## config.mk

```make
export PLATFORM = sky130hd
export DESIGN_NAME = cmp_watchdog
export DESIGN_NICKNAME = d
export VERILOG_FILES = /design/src/rtl/cwdt_pkg.sv /design/src/rtl/cwdt_split_counter.sv /design/src/rtl/cwdt_match.sv /design/src/rtl/cmp_watchdog.sv
export SDC_FILE = /design/constraint.sdc
export NUM_CORES = 1
export LEC_CHECK = 0
export ABC_AREA = 1
export BUFFER_PORTS_ARGS = -buffer_cell sky130_fd_sc_hd__buf_2
export CAP_MARGIN = 20
export CORE_MARGIN = 10
export CORE_UTILIZATION = 55
export CTS_CLUSTER_DIAMETER = 80
export DETAILED_ROUTE_END_ITERATION = 7
export HOLD_SLACK_MARGIN = 0.05
export PLACE_DENSITY = 0.74
export SLEW_MARGIN = 20
export SYNTH_ARGS = -nofsm -noshare
export SYNTH_HDL_FRONTEND = slang
export SYNTH_SLANG_ARGS = --single-unit
```

## constraint.sdc

```tcl
create_clock -name clk_i -period 2.7 [get_ports clk_i]
set_input_delay 0.54 -clock clk_i [delete_from_list [all_inputs] [get_ports clk_i]]
set_output_delay 0.54 -clock clk_i [all_outputs]
set_load 0.03 [all_outputs]
```

## src/rtl/cwdt_pkg.sv

```systemverilog
package cwdt_pkg;
    typedef enum logic [1:0] {
        WD_OFF   = 2'd0,
        WD_ARMED = 2'd1,
        WD_FIRE  = 2'd2
    } wd_state_e;

    // control register bit positions
    localparam int CTL_EN    = 0;
    localparam int CTL_SUSP  = 1;
    localparam int CTL_FORCE = 2;
endpackage

```

## src/rtl/cwdt_split_counter.sv

```systemverilog
module cwdt_split_counter #(
    parameter int LO_W = 8,
    parameter int HI_W = 8
) (
    input  logic            clk_i,
    input  logic            rst_i,
    input  logic            adv_i,
    output logic [LO_W-1:0] lo_o,
    output logic [HI_W-1:0] hi_o,
    output logic            wrap_o
);
    logic [LO_W-1:0] lo_q;
    logic [HI_W-1:0] hi_q;

    always_ff @(posedge clk_i) begin
        if (rst_i) begin
            lo_q <= '0;
            hi_q <= '0;
        end else if (adv_i) begin
            lo_q <= lo_q + 1'b1;
            if (&lo_q) hi_q <= hi_q + 1'b1;
        end
    end

    assign lo_o   = lo_q;
    assign hi_o   = hi_q;
    assign wrap_o = adv_i && (&lo_q);


    cnt_hold_chk: assert property (@(posedge clk_i) disable iff (rst_i)
        !adv_i |=> ($stable(lo_q) && $stable(hi_q)));

    cnt_wrap_chk: assert property (@(posedge clk_i) disable iff (rst_i)
        wrap_o |=> (lo_q == '0));
endmodule

```

## src/rtl/cwdt_match.sv

```systemverilog
module cwdt_match #(
    parameter int W = 8
) (
    input  logic         clk_i,
    input  logic         rst_i,
    input  logic         load_i,
    input  logic [W-1:0] base_i,
    input  logic [W-1:0] offs_i,
    input  logic [W-1:0] hi_i,
    output logic         hit_o
);
    logic [W-1:0] match_q;
    logic [W-1:0] sum;

    assign sum = base_i + offs_i;

    always_ff @(posedge clk_i) begin
        if (rst_i)       match_q <= '0;
        else if (load_i) match_q <= sum;
    end

    assign hit_o = (match_q == hi_i);


    match_hold_chk: assert property (@(posedge clk_i) disable iff (rst_i)
        !load_i |=> $stable(match_q));
endmodule

```

## src/rtl/cmp_watchdog.sv

```systemverilog
module cmp_watchdog #(
    parameter int LO_W   = 8,
    parameter int HI_W   = 8,
    parameter int DATA_W = 8,
    parameter int ADDR_W = 2
) (
    input  logic              clk_i,
    input  logic              rst_i,
    input  logic              tick_i,
    input  logic              idle_i,
    input  logic              bus_wr_i,
    input  logic [ADDR_W-1:0] bus_addr_i,
    input  logic [DATA_W-1:0] bus_wdata_i,
    output logic              wdt_rst_o
);
    import cwdt_pkg::*;

    localparam logic [ADDR_W-1:0] A_CTRL = ADDR_W'(0);
    localparam logic [ADDR_W-1:0] A_OFFS = ADDR_W'(1);
    localparam logic [ADDR_W-1:0] A_KICK = ADDR_W'(2);

    wd_state_e       state_q, state_d;
    logic            susp_q;
    logic [HI_W-1:0] offs_q;
    logic            rst_q;

    logic            wr_ctrl, wr_offs, wr_kick;
    logic            adv, wrap, hit, expire;
    logic            req_off, req_force;
    logic [LO_W-1:0] lo;
    logic [HI_W-1:0] hi;

    assign wr_ctrl   = bus_wr_i && (bus_addr_i == A_CTRL);
    assign wr_offs   = bus_wr_i && (bus_addr_i == A_OFFS);
    assign wr_kick   = bus_wr_i && (bus_addr_i == A_KICK);
    assign req_off   = wr_ctrl && !bus_wdata_i[CTL_EN];
    assign req_force = wr_ctrl && bus_wdata_i[CTL_EN] && bus_wdata_i[CTL_FORCE];

    // settings registers
    always_ff @(posedge clk_i) begin
        if (rst_i) begin
            susp_q <= 1'b0;
            offs_q <= '0;
        end else begin
            if (wr_ctrl) susp_q <= bus_wdata_i[CTL_SUSP];
            if (wr_offs) offs_q <= bus_wdata_i[HI_W-1:0];
        end
    end

    assign adv = tick_i && !(susp_q && idle_i);

    cwdt_split_counter #(.LO_W(LO_W), .HI_W(HI_W)) u_cnt (
        .clk_i  (clk_i),
        .rst_i  (rst_i),
        .adv_i  (adv),
        .lo_o   (lo),
        .hi_o   (hi),
        .wrap_o (wrap)
    );

    cwdt_match #(.W(HI_W)) u_match (
        .clk_i  (clk_i),
        .rst_i  (rst_i),
        .load_i (wr_kick),
        .base_i (hi),
        .offs_i (offs_q),
        .hi_i   (hi),
        .hit_o  (hit)
    );

    assign expire = wrap && hit;

    // state register
    always_ff @(posedge clk_i) begin
        if (rst_i) state_q <= WD_ARMED;
        else       state_q <= state_d;
    end

    // next state
    always_comb begin
        state_d = state_q;
        unique case (state_q)
            WD_OFF: begin
                if (wr_ctrl && bus_wdata_i[CTL_EN]) state_d = WD_ARMED;
            end
            WD_ARMED: begin
                if (req_off)                    state_d = WD_OFF;
                else if (expire || req_force)   state_d = WD_FIRE;
            end
            WD_FIRE: begin
                if (req_off) state_d = WD_OFF;
                else         state_d = WD_ARMED;
            end
            default: state_d = WD_OFF;
        endcase
    end

    // output register
    always_ff @(posedge clk_i) begin
        if (rst_i) rst_q <= 1'b0;
        else       rst_q <= (state_d == WD_FIRE);
    end

    assign wdt_rst_o = rst_q;


    pulse_width_chk: assert property (@(posedge clk_i) disable iff (rst_i)
        wdt_rst_o |=> !wdt_rst_o);

    off_quiet_chk: assert property (@(posedge clk_i) disable iff (rst_i)
        (state_q == WD_OFF) |=> !wdt_rst_o);

    force_fire_chk: assert property (@(posedge clk_i) disable iff (rst_i)
        (state_q == WD_ARMED && req_force) |=> wdt_rst_o);

    expire_fire_chk: assert property (@(posedge clk_i) disable iff (rst_i)
        (state_q == WD_ARMED && expire && !req_off) |=> wdt_rst_o);

    susp_freeze_chk: assert property (@(posedge clk_i) disable iff (rst_i)
        (susp_q && idle_i) |=> ($stable(lo) && $stable(hi)));
endmodule

```

==> reports/results.ini <==
[cts]
post_cts_resized=0
cts.sinks=36
cts_buffers=5
cts_tree=built
h-tree-depth=2
clk_latency_ns=0.35
clock-root-buffer=clkbuf_4
cts_buffer_depth=2
clk_pin_slew_ns=0.11
ctsHoldBuffers=0
postCtsSetupBuffers=0

[worst_setup_path]
crit_type=reg -> reg
reg2reg_depth=9
endpoint_kind=flop
cp.arrival_ns=2.05
cp_max_fo=6
setup.worst_path.start_class=flop
crit_required_ns=2.95

[detailed_routing]
drc_errors=0
drtIter0Drc=125
routed_wl_um=3900
via_count=1659
via_per_inst=4.92
wl_per_cell_um=11.6
antenna_left=0
first_pass_iters=4

[power]
worst_ir_drop_vdd_mv=0.384
power.total_mw=0.958
cellLeakagePower_nw=0.999
power.density_nw_per_um2=450

[floorplanning]
dieArea_sq_um=6360
pin_count=16
die_w_um=79.7
chipHeight_um=79.7
coreArea_sq_um=3390
start_util_pct=57.9
core.rowCount=21

[final_layout]
layout-drive-gt1-share_pct=10.7
regArea_sq_um=721
fillers=323
fin_cells=337
multiInputGateArea_sq_um=1060
layout_common_cells=nand2_1 (49), inv_1 (41), dfxtp_1 (36)
synthToLayoutAreaGrowth_pct=8.35
final_common_cell=nand2_1
fin_nets=315
diodes=0

[sta]
max_freq_mhz=558
worst_slew_pin_slew_ns=0.575
rsz0062_at_grt=false
finalSetupViolations=0
post-route-min-period_ns=1.79
setup_tns_ns=0
slew_headroom_pct=61.6
drv_slew=0
finClkSkew_ns=0.00697
period_share_pct=66.4
timing_hold_violations_final=0

[logic_synthesis]
async_flop_share_pct=0
synth-seq-cells=36
synth.area.top_cells=dfxtp_1 (37%), nand2_1 (9.4%), inv_1 (7.8%)
yosysUniqueCellTypes=29
dominantRegCellSynth=dfxtp_1
synth_top_cell_area_share_pct=36.7
synth.net_count=298
avgSynthCellArea_sq_um=7.19
ys.warnings.count=0
ys_seq_area_share_pct=36.7
synth_edf_count=0
yosysTopAreaCell=dfxtp_1
syn_area_sq_um=1960
synthCells=273

[min_path]
hp-class=in -> reg
holdPathStages=3

[placement]
hpwl_um=2930
gp_congestion=0.825
place_inst=329
port_buffers=15

[flow_run]
cap_violations=0

[global_route]
overflow=0
first_global_vias=1533
grt_pass1_wl_um=6730
grt.total_usage_pct=12.9
antenna_found_initial=0
grt_max_degree=23

[outcome]
status=finished, final reports clean

[flip-flops by register name (all words and copies together) (netlist names)]
name	flops
offs_q	8
state_q	2
susp_q	1
u_cnt.hi_o	8
u_cnt.lo_o	8
u_match.match_q	8
wdt_rst_o	1
[report_power, final]
part / total [mW] / internal [mW] / switching (mW)
combinational: 0.0886 / 0.0349 / 0.0537
clock: 0.310 / 0.129 / 0.181
sequential: 0.559 / 0.548 / 0.0111
total: 0.958 / 0.712 / 0.246
[final cells by class]
cell class,count,area share (%)
clock buffer,8,2.77
inverter,41,7.24
multi-input combinational,191,49.9
sequential,36,33.9
tap,46,2.71
timing repair buffer,15,3.53
[synthesized netlist by cell type, types with 3 or more instances]
| cell | instances |
|---|---|
| xnor2_1 | 4 |
| inv_1 | 41 |
| xor2_1 | 5 |
| nor3_1 | 5 |
| nand3_1 | 14 |
| a21o_1 | 3 |
| dfxtp_1 | 36 |
| nor2_1 | 35 |
| nand4_1 | 4 |
| nand2_1 | 49 |
| ha_1 | 9 |
| a21oi_1 | 24 |
| o21ai_0 | 23 |
[metrics by stage]
stage                     utilization [%]  setup WS, ns  area, sq um  hold WS [ns]
after floorplan                         -          1.12         1960         0.450
after global placement               61.0         0.885         2070         0.465
after detailed placement             61.0         0.824         2070         0.473
after CTS                            62.7         0.918         2130         0.397
after global routing                 62.7         0.755         2130         0.421
final                                62.7         0.907         2130         0.414
[critical path, cell delays in order (launching register included)]
cell and delay, ns:
dfxtp_1 0.48, ha_1 0.23, inv_1 0.06, fa_1 0.39
inv_1 0.09, nand4_1 0.10, nand3_1 0.10, xor2_1 0.07
o21ai_0 0.14, inv_1 0.05
[final timing paths]
check                                  start                               to  slack (ns)
max               u_cnt.hi_o[0]$_SDFFE_PP0P_  u_match.match_q[6]$_SDFFE_PP0P_        0.91
min                           bus_wdata_i[3]           offs_q[3]$_SDFFE_PP0P_        0.41
max reg2reg       u_cnt.hi_o[0]$_SDFFE_PP0P_  u_match.match_q[6]$_SDFFE_PP0P_        0.91
min reg2reg  u_match.match_q[0]$_SDFFE_PP0P_  u_match.match_q[0]$_SDFFE_PP0P_        0.48
[cell families (layout without fill, tap and decap cells)]
group | count (synthesis) | count (layout) | synth area share (%)
xor+xnor | 9 | 9 | 4.02
flops | 36 | 36 | 36.7
buf+inv | 46 | 64 | 9.25
fa+ha+maj | 10 | 10 | 6.76
compound gates | 55 | 55 | 15.6
simple gates | 117 | 117 | 27.7
[metal layers]
metal	GRT usage [%]	wire, um	vias up
met3	4.17	119	4
met2	19.9	1730	19
met1	16.9	2010	724
met4	3.23	34	0
li1	-	-	912
met5	0	0	-
No activity file was read; power rests on OpenSTA's default activity.
